==> src/rtl/tx_pkg.sv <==
package tx_pkg;

    localparam int WORD_W   = 32;
    localparam int MAX_SLOT = 32;
    localparam int LEN_W    = $clog2(MAX_SLOT) + 1;
    localparam int POS_W    = LEN_W + 1;
    localparam int SAMP_W   = 24;

    typedef enum logic [1:0] {
        PK_BYTE = 2'd0,
        PK_HALF = 2'd1,
        PK_LONG = 2'd2,
        PK_BAD  = 2'd3
    } pack_e;

    typedef struct packed {
        logic [LEN_W-1:0] dlen;
        logic [LEN_W-1:0] slen;
        pack_e            kind;
        logic             nodelay;
        logic             pad_lead;
        logic             pad_one;
        logic             pack_hi;
        logic             mute;
    } tx_cfg_t;

    function automatic logic [LEN_W-1:0] data_len(input logic [2:0] code);
        case (code)
            3'd0:    return LEN_W'(8);
            3'd1:    return LEN_W'(16);
            3'd2:    return LEN_W'(18);
            3'd3:    return LEN_W'(20);
            3'd4:    return LEN_W'(22);
            3'd5:    return LEN_W'(24);
            default: return '0;
        endcase
    endfunction

    function automatic logic [LEN_W-1:0] slot_len(input logic [1:0] code);
        case (code)
            2'd0:    return LEN_W'(8);
            2'd1:    return LEN_W'(16);
            2'd2:    return LEN_W'(24);
            default: return LEN_W'(32);
        endcase
    endfunction

    function automatic pack_e pack_kind(input logic [2:0] code);
        case (code)
            3'd0:                   return PK_BYTE;
            3'd1:                   return PK_HALF;
            3'd2, 3'd3, 3'd4, 3'd5: return PK_LONG;
            default:                return PK_BAD;
        endcase
    endfunction

    // Selects the sample for one slot out of a parallel word, right-aligned.
    function automatic logic [SAMP_W-1:0] pick_sample(
        input logic [WORD_W-1:0] word,
        input logic              right_slot,
        input pack_e             kind,
        input logic              pack_hi,
        input logic [LEN_W-1:0]  dlen
    );
        logic              upper;
        logic [WORD_W-1:0] mask;
        upper = right_slot ^ pack_hi;
        mask  = (WORD_W'(1) << dlen) - WORD_W'(1);
        case (kind)
            PK_BYTE: return upper ? SAMP_W'(word[15:8])  : SAMP_W'(word[7:0]);
            PK_HALF: return upper ? SAMP_W'(word[31:16]) : SAMP_W'(word[15:0]);
            PK_LONG: return pack_hi ? SAMP_W'(word & mask)
                                    : SAMP_W'(word >> (WORD_W - int'(dlen)));
            default: return '0;
        endcase
    endfunction

endpackage

==> src/rtl/tx_frame_ctr.sv <==
module tx_frame_ctr
    import tx_pkg::*;
(
    input  logic             clk,
    input  logic             rst,
    input  logic             run,
    input  logic             tick,
    input  logic [LEN_W-1:0] slen,
    input  logic             nodelay,
    output logic             step,
    output logic             ws_next,
    output logic             dslot,
    output logic [LEN_W-1:0] dbit
);

    logic [POS_W-1:0] pos;
    logic [POS_W-1:0] pos_n;
    logic [POS_W-1:0] last;
    logic [POS_W-1:0] dpos;
    logic [POS_W-1:0] slen_w;

    assign slen_w = POS_W'(slen);
    assign last   = (slen_w << 1) - POS_W'(1);
    assign step   = run && tick;

    always_comb begin
        pos_n = (pos >= last) ? '0 : pos + POS_W'(1);
        if (nodelay) begin
            dpos = pos_n;
        end else begin
            dpos = (pos_n == '0) ? last : pos_n - POS_W'(1);
        end
        ws_next = (pos_n >= slen_w);
        dslot   = (dpos >= slen_w);
        dbit    = dslot ? LEN_W'(dpos - slen_w) : LEN_W'(dpos);
    end

    always_ff @(posedge clk) begin
        if (rst || !run) begin
            pos <= last;
        end else if (step) begin
            pos <= pos_n;
        end
    end

    AST_POS_IN_FRAME: assert property (@(posedge clk) disable iff (rst)
        run |-> (pos <= last));

    AST_POS_HOLDS: assert property (@(posedge clk) disable iff (rst)
        run && !tick |=> $stable(pos));

endmodule

==> src/rtl/tx_word_hold.sv <==
module tx_word_hold
    import tx_pkg::*;
(
    input  logic              clk,
    input  logic              rst,
    input  logic              run,
    input  logic              step,
    input  logic              dslot,
    input  logic [LEN_W-1:0]  dbit,
    input  pack_e             kind,
    input  logic              s_valid,
    input  logic [WORD_W-1:0] s_data,
    output logic              s_ready,
    output logic [WORD_W-1:0] word_eff,
    output logic              underflow
);

    logic [WORD_W-1:0] held;
    logic              load;
    logic              take;
    logic              starve;

    // A long sample needs a word per slot; packed short samples one per frame.
    assign load     = step && (dbit == '0) && ((kind == PK_LONG) || !dslot);
    assign take     = load && s_valid;
    assign starve   = load && !s_valid;
    assign s_ready  = load;
    assign word_eff = take ? s_data : held;

    always_ff @(posedge clk) begin
        if (rst || !run) begin
            held <= '0;
        end else if (take) begin
            held <= s_data;
        end
    end

    always_ff @(posedge clk) begin
        if (rst) begin
            underflow <= 1'b0;
        end else if (starve) begin
            underflow <= 1'b1;
        end
    end

    AST_UFLOW_STICKY: assert property (@(posedge clk) disable iff (rst)
        underflow |=> underflow);

    AST_STARVE_KEEPS_WORD: assert property (@(posedge clk) disable iff (rst)
        starve |=> $stable(held));

    AST_READY_ONLY_ON_STEP: assert property (@(posedge clk) disable iff (rst)
        s_ready |-> step);

endmodule

==> src/rtl/tx_slot_bit.sv <==
module tx_slot_bit
    import tx_pkg::*;
(
    input  logic [WORD_W-1:0] word,
    input  logic              dslot,
    input  logic [LEN_W-1:0]  dbit,
    input  tx_cfg_t           cfg,
    output logic              bit_out
);

    logic [SAMP_W-1:0] sample;
    logic [LEN_W-1:0]  pad_cnt;
    logic [LEN_W-1:0]  j;
    logic [LEN_W-1:0]  shift;
    logic              in_data;

    always_comb begin
        sample  = pick_sample(word, dslot, cfg.kind, cfg.pack_hi, cfg.dlen);
        pad_cnt = cfg.slen - cfg.dlen;
        if (cfg.pad_lead) begin
            in_data = (dbit >= pad_cnt);
            j       = dbit - pad_cnt;
        end else begin
            in_data = (dbit < cfg.dlen);
            j       = dbit;
        end
        shift = cfg.dlen - LEN_W'(1) - j;
        if (cfg.mute) begin
            bit_out = 1'b0;
        end else if (in_data) begin
            bit_out = sample[shift[$clog2(SAMP_W)-1:0]];
        end else begin
            bit_out = cfg.pad_one;
        end
    end

endmodule

==> src/rtl/stereo_frame_tx.sv <==
module stereo_frame_tx
    import tx_pkg::*;
(
    input  logic        clk,
    input  logic        rst,
    input  logic        tx_en,
    input  logic        bclk_en,
    input  logic [2:0]  cfg_dlen,
    input  logic [1:0]  cfg_slen,
    input  logic        cfg_nodelay,
    input  logic        cfg_pad_lead,
    input  logic        cfg_pad_one,
    input  logic        cfg_pack_hi,
    input  logic        cfg_mute,
    input  logic        s_valid,
    input  logic [31:0] s_data,
    output logic        s_ready,
    output logic        ws,
    output logic        sd,
    output logic        underflow,
    output logic        cfg_err
);

    tx_cfg_t           cfg;
    logic              run;
    logic              step;
    logic              ws_next;
    logic              dslot;
    logic [LEN_W-1:0]  dbit;
    logic [WORD_W-1:0] word_eff;
    logic              bit_next;

    always_comb begin
        cfg.dlen     = data_len(cfg_dlen);
        cfg.slen     = slot_len(cfg_slen);
        cfg.kind     = pack_kind(cfg_dlen);
        cfg.nodelay  = cfg_nodelay;
        cfg.pad_lead = cfg_pad_lead;
        cfg.pad_one  = cfg_pad_one;
        cfg.pack_hi  = cfg_pack_hi;
        cfg.mute     = cfg_mute;
    end

    assign cfg_err = (cfg.kind == PK_BAD) || (cfg.dlen > cfg.slen);
    assign run     = tx_en && !cfg_err;

    tx_frame_ctr u_ctr (
        .clk     (clk),
        .rst     (rst),
        .run     (run),
        .tick    (bclk_en),
        .slen    (cfg.slen),
        .nodelay (cfg.nodelay),
        .step    (step),
        .ws_next (ws_next),
        .dslot   (dslot),
        .dbit    (dbit)
    );

    tx_word_hold u_hold (
        .clk       (clk),
        .rst       (rst),
        .run       (run),
        .step      (step),
        .dslot     (dslot),
        .dbit      (dbit),
        .kind      (cfg.kind),
        .s_valid   (s_valid),
        .s_data    (s_data),
        .s_ready   (s_ready),
        .word_eff  (word_eff),
        .underflow (underflow)
    );

    tx_slot_bit u_bit (
        .word    (word_eff),
        .dslot   (dslot),
        .dbit    (dbit),
        .cfg     (cfg),
        .bit_out (bit_next)
    );

    always_ff @(posedge clk) begin
        if (rst || !run) begin
            ws <= 1'b0;
            sd <= 1'b0;
        end else if (step) begin
            ws <= ws_next;
            sd <= bit_next;
        end
    end

    AST_IDLE_LINES_LOW: assert property (@(posedge clk) disable iff (rst)
        !run |=> (!ws && !sd));

    AST_WS_ON_PULSE_ONLY: assert property (@(posedge clk) disable iff (rst)
        run && !bclk_en |=> $stable(ws));

    AST_MUTE_SILENT: assert property (@(posedge clk) disable iff (rst)
        run && cfg_mute && bclk_en |=> !sd);

    AST_BAD_CFG_NO_READY: assert property (@(posedge clk) disable iff (rst)
        cfg_err |-> !s_ready);

endmodule

==> config.mk <==
export PLATFORM = sky130hd
export DESIGN_NAME = stereo_frame_tx
export DESIGN_NICKNAME = d
export VERILOG_FILES = /design/src/rtl/tx_pkg.sv /design/src/rtl/tx_frame_ctr.sv /design/src/rtl/tx_word_hold.sv /design/src/rtl/tx_slot_bit.sv /design/src/rtl/stereo_frame_tx.sv
export SDC_FILE = /design/constraint.sdc
export NUM_CORES = 1
export LEC_CHECK = 0
export ABC_AREA = 1
export BUFFER_PORTS_ARGS = -buffer_cell sky130_fd_sc_hd__buf_4
export CAP_MARGIN = 20
export CORE_MARGIN = 10
export CORE_UTILIZATION = 60
export DETAILED_ROUTE_END_ITERATION = 8
export PLACE_DENSITY = 0.8
export SLEW_MARGIN = 20
export SYNTH_ARGS = -nofsm -noshare
export SYNTH_HDL_FRONTEND = slang
export SYNTH_SLANG_ARGS = --single-unit
==> constraint.sdc <==
create_clock -name clk -period 6.65 [get_ports clk]
set_input_delay 0.665 -clock clk [delete_from_list [all_inputs] [get_ports clk]]
set_output_delay 0.665 -clock clk [all_outputs]
set_load 0.01 [all_outputs]
==> flow_summary_export.csv, run 1 <==
group,metric,value,unit
clock_network,cts_resized,0,
synthesis,synth_simple_gate_area_frac,0.4993,
synthesis,syn_area_per_cell,5.661,sq um
outcome,status,"finished, final reports clean",
hold_path,worstHoldStart,"u_hold.underflow",
clock_network,tritoncts,"built",
clock_network,cts.sinks,42,
placed_design,dp_cells,1168,
placed_design,gp_congestion,1.100,
detailed_routing,drtPass1Iterations,6,
synthesis,synth_nets,1103,
floorplan,core,0.009284,sq mm
setup_path,reg2regPathDepth,43,
placed_design,dp_hpwl,16270,um
finish,area_growth_syn_to_layout,9.032,%
synthesis,synth_top_area_cell,"nand3_1",
floorplan,initial_core_util,0.6208,
sta,hold_slack,0.4467,ns
sta,rsz0062_at_grt,"no",
floorplan,die_area,0.01393,sq mm
floorplan,fp.dieH,118.0,um
clock_network,htreeDepth,2,
synthesis,synth_fa_ha_area_frac,0.08641,
setup_path,crit_start,"cfg_slen[0]",
synthesis,yosysWarnings,0,
setup_path,crit_fanout,20,
synthesis,synthMuxAreaShare,0,
sta,finalCriticalPeriod,6.071,ns
global_route,gr-total-overflow,0,
global_route,grt_max_degree,37,
setup_path,start_kind,"input pin",
global_route,antenna_found_initial,0,
clock_network,clk_latency,0.31,ns
power_and_ir_drop,finalPower,1435,uW
detailed_routing,drc,0,
sta,setup_viol,0,
finish,layout-drive-gt1-share,0.1003,
setup_path,crit_type,"in2reg",
finish,finalNonFillerCells,1176,
setup_path,required,6.82,ns
finish,n_antenna_cell,0,
power_and_ir_drop,powerDensity,228.3,mW/mm^2
synthesis,synth_top_family_by_area,"simple AND/OR/NAND/NOR gates",
clock_network,clockBufferDepth,2,
finish,final_cell_mix,"286 x nand2_1, 233 x nand3_1, 132 x inv_1, 66 x nor2_1, 65 x buf_4",
detailed_routing,ant_nets,0,
finish,nNetsFinal,1131,
sta,worst_slew_margin_rel,0.3972,
sta,fin_setup_tns,0,ns
sta,worst_pin_slew,0.9009,ns
detailed_routing,via_per_inst,6.059,
synthesis,ys_seq_area_frac,0.1581,
synthesis,ys_ff_latch,42,
setup_path,critPathSlowestCell,"fa_1",
setup_path,timing.rr.start,"u_ctr.pos[0]",
detailed_routing,drt_iter0_markers,960,
sta,fmax,0.1647,GHz
setup_path,worst_ep_arrival_time,6.24,ns
detailed_routing,routed-via-count,7125,
synthesis,synth_top_area_share,0.2023,
clock_network,numCtsBuffers,5,
synthesis,synth_compound_area_frac,0.09422,
synthesis,synth_area_leaders,"nand3_1 20%, nand2_1 19%, dfxtp_1 12%, inv_1 8.7%, ha_1 7.6%",
floorplan,rows,35,
hold_path,hold_path_depth,2,
clock_network,cts.clk_slew.worst_paths,0.09,ns
sta,finalMaxSlewViolations,0,
hold_path,holdCritPathClass,"reg2reg",
clock_network,post_cts_buffers,0,
clock_network,hold_buffers,0,
synthesis,synth_area,0.005763,sq mm
synthesis,synth_cells,1018,
sta,hold_viol,0,
global_route,grt_pass1_vias,6489,
synthesis,synth_cell_types,45,
power_and_ir_drop,peakVddDrop,0.2208,mV
sta,clock_skew,0.008905,ns
synthesis,synth_xor_xnor_area_share,0.02888,
job,drv_cap,0,
finish,layout_commonest_cell,"nand2_1",
global_route,grt_use_total,0.2901,
placed_design,portBuffers,51,
detailed_routing,totalWireLength,21170,um
power_and_ir_drop,cellLeakagePower,0.003195,uW
sta,finalCritPeriodShare,0.9129,
setup_path,critPathMostFrequentCell,"nand2_1",
clock_network,cts-root-buf,"clkbuf_8",
setup_path,endpoint_kind,"flop",
setup_path,slowest_delay,0.42,ns
floorplan,die_w,118.0,um
detailed_routing,wl_per_cell,18.00,um
floorplan,num_io_pins,52,
global_route,grt_pass1_wl,33800,um
-- logic make-up (layout without fill, tap and decap cells) --
| logic type | Yosys count | in the layout |
|---|---|---|
| AND/OR/NAND/NOR | 638 | 638 |
| adder cells (fa/ha/maj) | 38 | 38 |
| buffers and inverters | 185 | 214 |
| XOR/XNOR | 19 | 19 |
| flip-flops | 42 | 42 |
| AO/OA/AOI/OAI | 96 | 96 |
-- metal layers --
layer | up-vias | global-route usage | part of all wire
met2 | 504 | 0.4563 | 0.44
met4 | 0 | 0.1306 | 0.047
met1 | 3136 | 0.3653 | 0.39
met5 | - | 0 | 0
met3 | 94 | 0.07050 | 0.12
li1 | 3391 | - | -
-- sequential cells by signal, summed over array words and instances (netlist names) --
name,count
u_hold.underflow,1
ws,1
u_ctr.pos,7
u_hold.held,32
sd,1
-- where the power goes --
part           total, uW  internal, uW  switching, uW
combinational        951           315            636
clock                215           113            102
sequential           269           264           4.92
-- cells in the mapped netlist (all sizes together) --
| master | count |
|---|---|
| nand2 | 302 |
| nand3 | 234 |
| inv | 137 |
| nor2 | 72 |
| o21ai | 37 |
| dfxtp | 35 |
| ha | 35 |
| a21oi | 34 |
| clkbuf | 24 |
| nand4 | 24 |
| buf | 20 |
| xor2 | 14 |
| o22ai | 9 |
| edfxtp | 7 |
| xnor2 | 5 |
| clkinv | 4 |
| nor3 | 4 |
| fa | 3 |
| o21bai | 3 |
| a2111oi | 2 |
| a221oi | 2 |
| a31oi | 2 |
| o211ai | 2 |
| o31ai | 2 |
| a21o | 1 |
| a31o | 1 |
| and2 | 1 |
| nand3b | 1 |
| o21a | 1 |
-- cell type report --
class / instances / area, sq um
fill: 946 / 3000
inverter: 141 / 529.3
timing repair buffer: 65 / 488.0
sequential: 42 / 910.9
tap: 129 / 161.4
multi-input combinational: 791 / 4088
clock buffer: 7 / 76.32
clock inverter: 1 / 30.03
-- worst paths after layout --
| path | slack, ns | end |
|---|---|---|
| setup / recovery | 0.58 | sd |
| hold / removal | 0.45 | u_hold.underflow |
| setup reg to reg | 0.76 | sd |
| hold reg to reg | 0.45 | u_hold.underflow |
-- through the flow --
stage               area (sq um)    util  worst slack [ns]
floorplan                   5763       -             1.600
global placement            6177  0.6654            0.3634
detailed placement          6177  0.6654            0.3821
CTS                         6284  0.6768            0.6640
global route                6284  0.6768            0.1308
finish                      6284  0.6768            0.5792
-- worst max-delay path: cells and delay by family --
family | cells | cell delay [ns]
and+or+nand+nor | 33 | 3.57
adders and majority gates | 4 | 1.06
buffers and inverters | 7 | 0.74
AOI/OAI and AO/OA | 2 | 0.17
Note: power is estimated with default switching activity, not from simulation.
==> run 2: changes to the inputs <==
Settings changed: MAX_ROUTING_LAYER set to met4.
==> flow_summary_export.csv, run 2 (synthesis gave the netlist of run 1 again) <==
group,metric,value,unit
outcome,status,"finished, final reports clean",
floorplan,rows,35,
setup_path,critPathMostFrequentCell,"nand2_1",
sta,fin_setup_tns,0,ns
clock_network,htreeDepth,2,
sta,finalCritPeriodShare,0.9078,
sta,finalMaxSlewViolations,0,
finish,layout-drive-gt1-share,0.1021,
detailed_routing,totalWireLength,21270,um
global_route,gr-total-overflow,0,
setup_path,slowest_delay,0.41,ns
global_route,grt_max_degree,37,
hold_path,holdCritPathClass,"reg2reg",
global_route,grt_use_total,0.3026,
floorplan,num_io_pins,52,
finish,design_area,0.006317,sq mm
power_and_ir_drop,p_int,716.6,uW
finish,layout_commonest_cell,"nand2_1",
detailed_routing,via_per_inst,6.049,
job,drv_cap,0,
finish,regMostFlops,"u_hold.held",
finish,reg_top3,"u_hold.held x32, u_ctr.pos x7",
power_and_ir_drop,switching_share,0.5161,
global_route,grt_pass1_wl,34240,um
finish,final_cell_mix,"286 x nand2_1, 233 x nand3_1, 133 x inv_1, 66 x nor2_1, 66 x buf_4",
sta,finalCriticalPeriod,6.037,ns
setup_path,critPathSlowestCell,"fa_1",
finish,area_growth_syn_to_layout,9.618,%
sta,setup_viol,0,
finish,nNetsFinal,1132,
global_route,grt_pass1_vias,6604,
sta,rsz0062_at_grt,"no",
power_and_ir_drop,powerDensity,234.4,mW/mm^2
setup_path,worst_ep_arrival_time,6.24,ns
detailed_routing,drc,0,
sta,fmax,0.1657,GHz
clock_network,clk_latency,0.32,ns
finish,largest_register_ffs,32,
floorplan,core,0.009284,sq mm
placed_design,gp_congestion,1.117,
placed_design,dp_hpwl,16390,um
setup_path,crit_family,"simple AND/OR/NAND/NOR gates",
clock_network,clockBufferDepth,2,
sta,hold_viol,0,
detailed_routing,routed-via-count,7120,
floorplan,die_area,0.01393,sq mm
clock_network,cts_resized,0,
clock_network,post_cts_buffers,0,
power_and_ir_drop,cellLeakagePower,0.003213,uW
detailed_routing,wl_per_cell,18.07,um
floorplan,fp.dieH,118.0,um
power_and_ir_drop,p_sw,764.3,uW
placed_design,dpl_cell_area,0.006185,sq mm
power_and_ir_drop,clockPowerShare,0.169,
finish,fillers,943,
clock_network,cts-root-buf,"clkbuf_8",
clock_network,cts.clk_slew.worst_paths,0.10,ns
clock_network,cts.sinks,42,
clock_network,numCtsBuffers,5,
power_and_ir_drop,peakVddDrop,0.2801,mV
detailed_routing,drtPass1Iterations,7,
power_and_ir_drop,pwr-share-seq,0.182,
finish,n_antenna_cell,0,
setup_path,crit_type,"in2reg",
detailed_routing,drt_iter0_markers,842,
setup_path,crit_fanout,20,
sta,worst_pin_slew,0.8431,ns
setup_path,start_kind,"input pin",
setup_path,endpoint_kind,"flop",
detailed_routing,ant_nets,0,
sta,worst_slew_margin_rel,0.4359,
floorplan,die_w,118.0,um
setup_path,cp_num_buf_inv,7,
clock_network,hold_buffers,0,
global_route,antenna_found_initial,0,
floorplan,initial_core_util,0.6208,
setup_path,required,6.85,ns
clock_network,tritoncts,"built",
power_and_ir_drop,combPwrFrac,0.649,
placed_design,portBuffers,51,
sta,clock_skew,0.01517,ns
## run 2: changes by cell type in the layout (fill, tap and decap cells not counted), sizes merged
cell and change:
buf +1, clkbuf -1, clkinv +1
## run 2: final timing paths
kind / from / to / slack [ns] / depth (start not counted)
hold / removal: u_hold.underflow / u_hold.underflow / 0.46 / 2
hold reg to reg: u_hold.underflow / u_hold.underflow / 0.46 / 2
setup / recovery: cfg_slen[0] / sd / 0.61 / 46
setup reg to reg: u_ctr.pos[0] / sd / 0.83 / 43
## run 2: final cells by class
cell class                      count  area [sq um]  share of cell area
Multi-Input combinational cell    791          4088              0.6471
Sequential cell                    42         910.9              0.1442
Inverter                          141         529.3             0.08378
Timing Repair Buffer               66         495.5             0.07843
Tap cell                          129         161.4             0.02555
Clock buffer                        6         93.84             0.01485
Clock inverter                      2         38.79            0.006140
## run 2: stage by stage
step	cells	hold slack [ns]	power, uW	utilization	setup slack (ns)
global route	1177	0.4893	1583	0.6805	0.07242
detailed placement	1169	0.4452	1200	0.6662	0.3604
global placement	1169	0.4330	1188	0.6662	0.4121
CTS	1177	0.4584	1446	0.6805	0.6748
floorplan	1018	0.4680	973.8	-	1.600
finish	1177	0.4650	1481	0.6805	0.6134
## run 2: worst register-to-register path: cells and delay by family (launching register included)
family	cells	cell delay, ns
flip-flops	1	0.41
AND/OR/NAND/NOR	33	3.59
buffers and inverters	4	0.48
adder cells (fa/ha/maj)	4	1.04
AO/OA/AOI/OAI	2	0.16
## run 2: power by group through the flow
stage	registers [uW]	logic [uW]	clock network (uW)
floorplan	274	700	0
global placement	274	914	0
detailed placement	275	925	0
CTS	269	929	249
global route	270	1050	259
finish	269	961	251
## run 2: routing by layer
| metal | track usage | wire, um | vias up | share of wire |
|---|---|---|---|---|
| met2 | 0.4664 | 9295 | 501 | 0.44 |
| li1 | - | - | 3395 | - |
| met4 | 0.1422 | 1133 | 0 | 0.053 |
| met1 | 0.3719 | 8363 | 3124 | 0.39 |
| met3 | 0.05947 | 2479 | 100 | 0.12 |
| met5 | - | 0 | - | 0 |
